## config.mk

```make
export PLATFORM = sky130hd
export DESIGN_NAME = i2c_reg_target
export DESIGN_NICKNAME = d
export VERILOG_FILES = /design/src/rtl/i2c_tgt_pkg.sv /design/src/rtl/i2c_line_sync.sv /design/src/rtl/i2c_tgt_regfile.sv /design/src/rtl/i2c_tgt_engine.sv /design/src/rtl/i2c_reg_target.sv
export SDC_FILE = /design/constraint.sdc
export NUM_CORES = 2
export LEC_CHECK = 0
export BUFFER_PORTS_ARGS = -buffer_cell sky130_fd_sc_hd__buf_2
export CAP_MARGIN = 20
export CORE_ASPECT_RATIO = 0.75
export CORE_MARGIN = 8
export CORE_UTILIZATION = 45
export CTS_BUF_LIST = sky130_fd_sc_hd__clkbuf_8
export CTS_CLUSTER_DIAMETER = 200
export DETAILED_ROUTE_END_ITERATION = 12
export PLACE_DENSITY = 0.69
export SETUP_SLACK_MARGIN = 0.2
export SLEW_MARGIN = 5
export SYNTH_ARGS = -nofsm -noshare
export SYNTH_HDL_FRONTEND = slang
export SYNTH_SLANG_ARGS = --single-unit
```

## constraint.sdc

```tcl
create_clock -name clk -period 68.1 [get_ports clk]
set_clock_uncertainty 0.1 [all_clocks]
set_input_delay 13.62 -clock clk [delete_from_list [all_inputs] [get_ports clk]]
set_output_delay 13.62 -clock clk [all_outputs]
set_load 0.02 [all_outputs]
```

## src/rtl/i2c_tgt_pkg.sv

```systemverilog
package i2c_tgt_pkg;

  localparam int BYTE_W = 8;

  typedef enum logic [2:0] {
    ST_IDLE,
    ST_ADDR,
    ST_ADDR_ACK,
    ST_WR_BYTE,
    ST_WR_ACK,
    ST_RD_BYTE,
    ST_RD_ACK,
    ST_IGNORE
  } tgt_state_e;

endpackage

```

## src/rtl/i2c_line_sync.sv

```systemverilog
// Synchronizes the bus lines and derives clock edges and bus conditions.
module i2c_line_sync #(
  parameter int STAGES = 2
) (
  input  logic clk,
  input  logic rst_n,
  input  logic scl_i,
  input  logic sda_i,
  output logic scl_s,
  output logic sda_s,
  output logic scl_rise,
  output logic scl_fall,
  output logic start_det,
  output logic stop_det
);

  logic [STAGES-1:0] scl_pipe;
  logic [STAGES-1:0] sda_pipe;
  logic              scl_q;
  logic              sda_q;

  // Idle bus is high, so the pipes reset to ones.
  always_ff @(posedge clk or negedge rst_n) begin
    if (!rst_n) begin
      scl_pipe <= '1;
      sda_pipe <= '1;
      scl_q    <= 1'b1;
      sda_q    <= 1'b1;
    end else begin
      scl_pipe <= {scl_pipe[STAGES-2:0], scl_i};
      sda_pipe <= {sda_pipe[STAGES-2:0], sda_i};
      scl_q    <= scl_pipe[STAGES-1];
      sda_q    <= sda_pipe[STAGES-1];
    end
  end

  assign scl_s     = scl_pipe[STAGES-1];
  assign sda_s     = sda_pipe[STAGES-1];
  assign scl_rise  = scl_s & ~scl_q;
  assign scl_fall  = ~scl_s & scl_q;
  // SDA edges while SCL stays high mark bus conditions.
  assign start_det = scl_s & scl_q & sda_q & ~sda_s;
  assign stop_det  = scl_s & scl_q & ~sda_q & sda_s;

endmodule

```

## src/rtl/i2c_tgt_regfile.sv

```systemverilog
// Register array: one write port, combinational read.
module i2c_tgt_regfile #(
  parameter int AW = 8,
  parameter int DW = 8
) (
  input  logic          clk,
  input  logic          rst_n,
  input  logic          wr_en,
  input  logic [AW-1:0] addr,
  input  logic [DW-1:0] wr_data,
  output logic [DW-1:0] rd_data
);

  localparam int NREGS = 1 << AW;

  logic [DW-1:0] mem [NREGS];

  always_ff @(posedge clk or negedge rst_n) begin
    if (!rst_n) begin
      for (int i = 0; i < NREGS; i++) mem[i] <= '0;
    end else if (wr_en) begin
      mem[addr] <= wr_data;
    end
  end

  assign rd_data = mem[addr];

endmodule

```

## src/rtl/i2c_tgt_engine.sv

```systemverilog
// Protocol engine: framing, address match, pointer, ACK and read data.
module i2c_tgt_engine
  import i2c_tgt_pkg::*;
#(
  parameter logic [6:0] DEV_ADDR = 7'h42,
  parameter int         PTR_W    = 8
) (
  input  logic              clk,
  input  logic              rst_n,
  input  logic              sda_s,
  input  logic              scl_rise,
  input  logic              scl_fall,
  input  logic              start_det,
  input  logic              stop_det,
  input  logic [BYTE_W-1:0] rd_data,
  output logic              sda_oe,
  output logic              wr_en,
  output logic [PTR_W-1:0]  ptr,
  output logic [BYTE_W-1:0] wr_data,
  output tgt_state_e        state_o
);

  localparam int CNT_W = $clog2(BYTE_W) + 1;
  localparam logic [CNT_W-1:0] CNT_FULL = CNT_W'(BYTE_W);
  localparam logic [CNT_W-1:0] CNT_LAST = CNT_W'(BYTE_W - 1);

  tgt_state_e        state_q, state_d;
  logic [CNT_W-1:0]  cnt_q, cnt_d;
  logic [BYTE_W-1:0] sh_q, sh_d;
  logic              rw_q, rw_d;
  logic              pphase_q, pphase_d;
  logic              hack_q, hack_d;
  logic              oe_q, oe_d;
  logic [PTR_W-1:0]  ptr_q, ptr_d;
  logic [BYTE_W-1:0] sh_in;
  logic              byte_full;

  assign sh_in     = {sh_q[BYTE_W-2:0], sda_s};
  assign byte_full = (cnt_q == CNT_FULL);

  always_comb begin
    state_d  = state_q;
    cnt_d    = cnt_q;
    sh_d     = sh_q;
    rw_d     = rw_q;
    pphase_d = pphase_q;
    hack_d   = hack_q;
    oe_d     = oe_q;
    ptr_d    = ptr_q;
    wr_en    = 1'b0;

    unique case (state_q)
      ST_IDLE, ST_IGNORE: ;

      ST_ADDR: begin
        if (scl_rise) begin
          sh_d  = sh_in;
          cnt_d = cnt_q + CNT_W'(1);
        end else if (scl_fall && byte_full) begin
          if (sh_q[BYTE_W-1:1] == DEV_ADDR) begin
            state_d = ST_ADDR_ACK;
            oe_d    = 1'b1;
            rw_d    = sh_q[0];
            if (sh_q[0]) sh_d = rd_data;   // first read byte staged in the ACK slot
          end else begin
            state_d = ST_IGNORE;
          end
        end
      end

      ST_ADDR_ACK: begin
        if (scl_fall) begin
          cnt_d = '0;
          if (rw_q) begin
            state_d = ST_RD_BYTE;
            oe_d    = ~sh_q[BYTE_W-1];
          end else begin
            state_d  = ST_WR_BYTE;
            oe_d     = 1'b0;
            pphase_d = 1'b1;
          end
        end
      end

      ST_WR_BYTE: begin
        if (scl_rise) begin
          sh_d  = sh_in;
          cnt_d = cnt_q + CNT_W'(1);
        end else if (scl_fall && byte_full) begin
          state_d = ST_WR_ACK;
          oe_d    = 1'b1;
          if (pphase_q) begin
            ptr_d    = sh_q[PTR_W-1:0];
            pphase_d = 1'b0;
          end else begin
            wr_en = 1'b1;
            ptr_d = ptr_q + PTR_W'(1);
          end
        end
      end

      ST_WR_ACK: begin
        if (scl_fall) begin
          state_d = ST_WR_BYTE;
          cnt_d   = '0;
          oe_d    = 1'b0;
        end
      end

      ST_RD_BYTE: begin
        if (scl_fall) begin
          if (cnt_q == CNT_LAST) begin
            state_d = ST_RD_ACK;
            oe_d    = 1'b0;
            ptr_d   = ptr_q + PTR_W'(1);
          end else begin
            sh_d  = {sh_q[BYTE_W-2:0], 1'b0};
            cnt_d = cnt_q + CNT_W'(1);
            oe_d  = ~sh_q[BYTE_W-2];
          end
        end
      end

      ST_RD_ACK: begin
        if (scl_rise) begin
          hack_d = ~sda_s;
        end else if (scl_fall) begin
          if (hack_q) begin
            state_d = ST_RD_BYTE;
            sh_d    = rd_data;
            cnt_d   = '0;
            oe_d    = ~rd_data[BYTE_W-1];
          end else begin
            state_d = ST_IGNORE;
            oe_d    = 1'b0;
          end
        end
      end

      default: state_d = ST_IDLE;
    endcase

    // Bus conditions override the byte engine.
    if (start_det) begin
      state_d = ST_ADDR;
      cnt_d   = '0;
      oe_d    = 1'b0;
      wr_en   = 1'b0;
    end else if (stop_det) begin
      state_d = ST_IDLE;
      oe_d    = 1'b0;
      wr_en   = 1'b0;
    end
  end

  always_ff @(posedge clk or negedge rst_n) begin
    if (!rst_n) begin
      state_q  <= ST_IDLE;
      cnt_q    <= '0;
      sh_q     <= '0;
      rw_q     <= 1'b0;
      pphase_q <= 1'b0;
      hack_q   <= 1'b0;
      oe_q     <= 1'b0;
      ptr_q    <= '0;
    end else begin
      state_q  <= state_d;
      cnt_q    <= cnt_d;
      sh_q     <= sh_d;
      rw_q     <= rw_d;
      pphase_q <= pphase_d;
      hack_q   <= hack_d;
      oe_q     <= oe_d;
      ptr_q    <= ptr_d;
    end
  end

  assign sda_oe  = oe_q;
  assign ptr     = ptr_q;
  assign wr_data = sh_q;
  assign state_o = state_q;

endmodule

```

## src/rtl/i2c_reg_target.sv

```systemverilog
module i2c_reg_target
  import i2c_tgt_pkg::*;
#(
  parameter logic [6:0] DEV_ADDR    = 7'h42,
  parameter int         PTR_W       = 8,
  parameter int         SYNC_STAGES = 2
) (
  input  logic clk,
  input  logic rst_n,
  input  logic scl_i,
  input  logic sda_i,
  output logic sda_oe
);

  logic [1:0]        rst_pipe;
  logic              rst_int_n;
  logic              scl_s, sda_s, scl_rise, scl_fall, start_det, stop_det;
  logic              reg_we;
  logic [PTR_W-1:0]  reg_ptr;
  logic [BYTE_W-1:0] reg_wdata, reg_rdata;
  tgt_state_e        eng_state;

  // Asynchronous assertion, synchronous release.
  always_ff @(posedge clk or negedge rst_n) begin
    if (!rst_n) rst_pipe <= '0;
    else        rst_pipe <= {rst_pipe[0], 1'b1};
  end
  assign rst_int_n = rst_pipe[1];

  i2c_line_sync #(.STAGES(SYNC_STAGES)) u_sync (
    .clk(clk), .rst_n(rst_int_n), .scl_i(scl_i), .sda_i(sda_i),
    .scl_s(scl_s), .sda_s(sda_s), .scl_rise(scl_rise), .scl_fall(scl_fall),
    .start_det(start_det), .stop_det(stop_det)
  );

  i2c_tgt_engine #(.DEV_ADDR(DEV_ADDR), .PTR_W(PTR_W)) u_eng (
    .clk(clk), .rst_n(rst_int_n), .sda_s(sda_s), .scl_rise(scl_rise),
    .scl_fall(scl_fall), .start_det(start_det), .stop_det(stop_det),
    .rd_data(reg_rdata), .sda_oe(sda_oe), .wr_en(reg_we), .ptr(reg_ptr),
    .wr_data(reg_wdata), .state_o(eng_state)
  );

  i2c_tgt_regfile #(.AW(PTR_W), .DW(BYTE_W)) u_regs (
    .clk(clk), .rst_n(rst_int_n), .wr_en(reg_we), .addr(reg_ptr),
    .wr_data(reg_wdata), .rd_data(reg_rdata)
  );

endmodule

```

==> out/results.txt <==
critical setup path kind -> reg2out
Finish-stage setup viols -> 0
crit path DAT -> 1620 ps
Inst Count DP -> 8441
Routed Wire Length -> 253 mm
Slew HR -> 23.9%
final hold viol count -> 0
status -> completed
CTS HTree Levels -> 5
Top-Level Pins -> 5
Final Slew Violations -> 0
Syn Nets -> 5976
unrepaired setup endpoints after global routing -> false
Final HPWL DP -> 156 mm
predominant post-synthesis flop cell -> dfrtp_1
peak supply drop -> 0.0246 mV
Yosys reg bits -> 2083
hold buffers post-CTS -> 0
slowest CP cell -> dfrtp_1
critical path, cell by cell -> buf_2
grt ovf -> 0
area post-placement -> 97600 µm²
first-pass GRT wire length -> 379 mm
Buf/Inv on CP -> 1
core area -> 210000 µm²
DRT antenna net count -> 0
Num CTS Buffers -> 326
asr flop ratio synth -> 100%
total iterations of the first detailed-routing run -> 7
CTS Buffer Depth -> 4
cells resized by post-CTS repair -> 0
crit path time final -> 15340 ps
# Max-Cap Violations -> 0
CP max FO -> 3
# nets final -> 5978
post-CTS setup buffers -> 0
Post-synth EDFFs -> 0
vias per inst -> 6.09
worst skew pair latency -> 960 ps
Port Buffers -> 4
P_leak -> 50.2 nW
Global Route Usage Sum -> 22.1%
initial core utilization -> 45.1%
CP Launch Type -> flop
Final Instance Area -> 104000 µm²
Die X -> 546 µm
share of post-route cells with drive strength above 1 -> 53.5%
TNS Setup -> 0 ps
Clock Sinks -> 2083
Power, Total -> 0.00289 W
CTS tree -> built
synthesized area -> 95000 µm²
Worst Path Required -> 54380 ps
PD cells -> 27.8 nW/µm²
First DRT Iteration DRCs -> 5237
drt drc -> 0
via count -> 54889
largest net degree at the start of global routing -> 176
synth-to-layout area growth -> 9.75%
Clock transition at path regs -> 70 ps
Crit path max-delay family -> flip-flops
syn_area_per_cell -> 15.9 µm²
CTS Root Cell -> clkbuf_8
vias in the first global route -> 56376
slowest stage delay, CP -> 470 ps
Die Ht -> 414 µm
placer congestion estimate -> 0.904
Synth cell types -> 72
warnings from Yosys -> 0
FMAX -> 65.2 MHz
crit path capture type -> output port
post-route insts no fill -> 9013
Synth Instances -> 5966
num rows -> 146
Seq/Total Area, Yosys -> 54.9%
post-DR wirelength/cell -> 28.1 µm
Least-Margin Pin Slew -> 1140 ps
worst hold path class -> reg2reg
R2R setup slack -> 61360 ps
Final Cycle Share -> 22.5%
initial antenna violation count -> 12
full die area -> 226000 µm²
-- where the power goes --
group          leakage [nW]  switching [W]  internal, W
logic                  17.5       0.000384     0.000147
registers              29.0      0.0000723      0.00125
clock network          3.69       0.000495     0.000550
-- per-layer routing --
layer  wire length [µm]  track usage [%]  share of wire, %
met1             114000             32.4                45
met2             111000             32.3                44
met3              20200             5.81               8.0
met4               8050             6.98               3.2
met5                  0                0                 0
-- worst paths after layout --
path                              startpoint               end  cells past startpoint
worst max-delay path            u_eng.sda_oe            sda_oe                      1
worst min-delay path             rst_pipe[0]       rst_pipe[1]                      0
worst max register to register  u_eng.ptr[1]      u_eng.sda_oe                     11
worst min register to register   rst_pipe[0]       rst_pipe[1]                      0
max in group asynchronous              rst_n       rst_pipe[1]                      1
min in group asynchronous        rst_pipe[1]  u_regs.mem[1192]                      0
-- state kept, by name, indices dropped and copies added, names as in the netlist --
name,count
rst_pipe,2
u_eng.cnt_q,4
u_eng.hack_q,1
u_eng.pphase_q,1
u_eng.ptr,8
u_eng.rw_q,1
u_eng.sda_oe,1
u_eng.state_o,3
u_eng.wr_data,8
u_regs.mem,2048
u_sync.scl_pipe,2
u_sync.scl_q,1
u_sync.sda_pipe,2
u_sync.sda_q,1
-- cells in the mapped netlist, drive strengths merged, types with 3 or more instances --
cell type | instances | area [µm²]
ha | 6 | 75.1
or2 | 4 | 25.0
mux4 | 596 | 13400
a311oi | 3 | 26.3
nand3b | 4 | 30.0
and2 | 6 | 37.5
dfstp | 6 | 158
a211oi | 3 | 22.5
or3b | 3 | 26.3
o211ai | 6 | 45.0
a221oi | 4 | 35.0
nor2 | 65 | 244
and3b | 3 | 26.3
inv | 11 | 41.3
nor4 | 11 | 75.1
nand2 | 334 | 1340
mux2i | 24 | 240
a31oi | 13 | 81.3
and3 | 3 | 18.8
a21oi | 43 | 215
nand2b | 12 | 75.1
mux2 | 2055 | 23100
a21o | 4 | 30.0
nor2b | 13 | 81.3
o22ai | 15 | 93.8
o21ai | 31 | 155
o311ai | 3 | 26.3
a22oi | 73 | 548
dfrtp | 2077 | 52000
clkbuf | 283 | 1060
o221ai | 3 | 26.3
nand3 | 18 | 90.1
nand4 | 6 | 37.5
nor3 | 16 | 105
a22o | 4 | 35.0
buf | 170 | 1010
-- cell type report --
class / instances / area [µm²]
Antenna cell: 7 / 17.5
Clock buffer: 409 / 5630
Clock inverter: 145 / 729
Fill cell: 17617 / 106000
Inverter: 12 / 52.6
Multi-Input combinational cell: 3418 / 40900
Sequential cell: 2083 / 52200
Tap cell: 2812 / 3520
Timing Repair Buffer: 127 / 1200
-- per-stage QoR --
stage	hold slack, ps	setup slack (ps)	util (%)
2_1_floorplan	231	5650	-
3_3_place_gp	247	53720	46.4
3_5_place_dp	237	53710	46.4
4_1_cts	255	52680	49.4
5_1_grt	262	52670	49.5
6_report	250	52760	49.5
-- cells in the final DEF, fill, tap and decap left out, drive strengths merged, types with 7 or more instances in the layout --
cell type  count
nor2b         13
nand2        334
mux4         596
clkinv        20
o22ai         15
mux2i         24
nor2          65
buf          127
nor3          16
diode          7
o21ai         31
a22oi         73
clkbuf       409
a31oi         13
inv          129
mux2        2055
nand3         18
nor4          11
a21oi         43
dfrtp       2077
nand2b        12
-- kinds of logic after synthesis --
group	share of synthesized area [%]
AOI/OAI and AO/OA	1.61
adders and majority gates	0.0896
buffers and inverters	2.23
other	0.00395
muxes	38.8
DFF	54.9
xor gates and xnor gates	0.0184
and+or+nand+nor	2.41
Note: power is estimated with default switching activity, not from simulation.
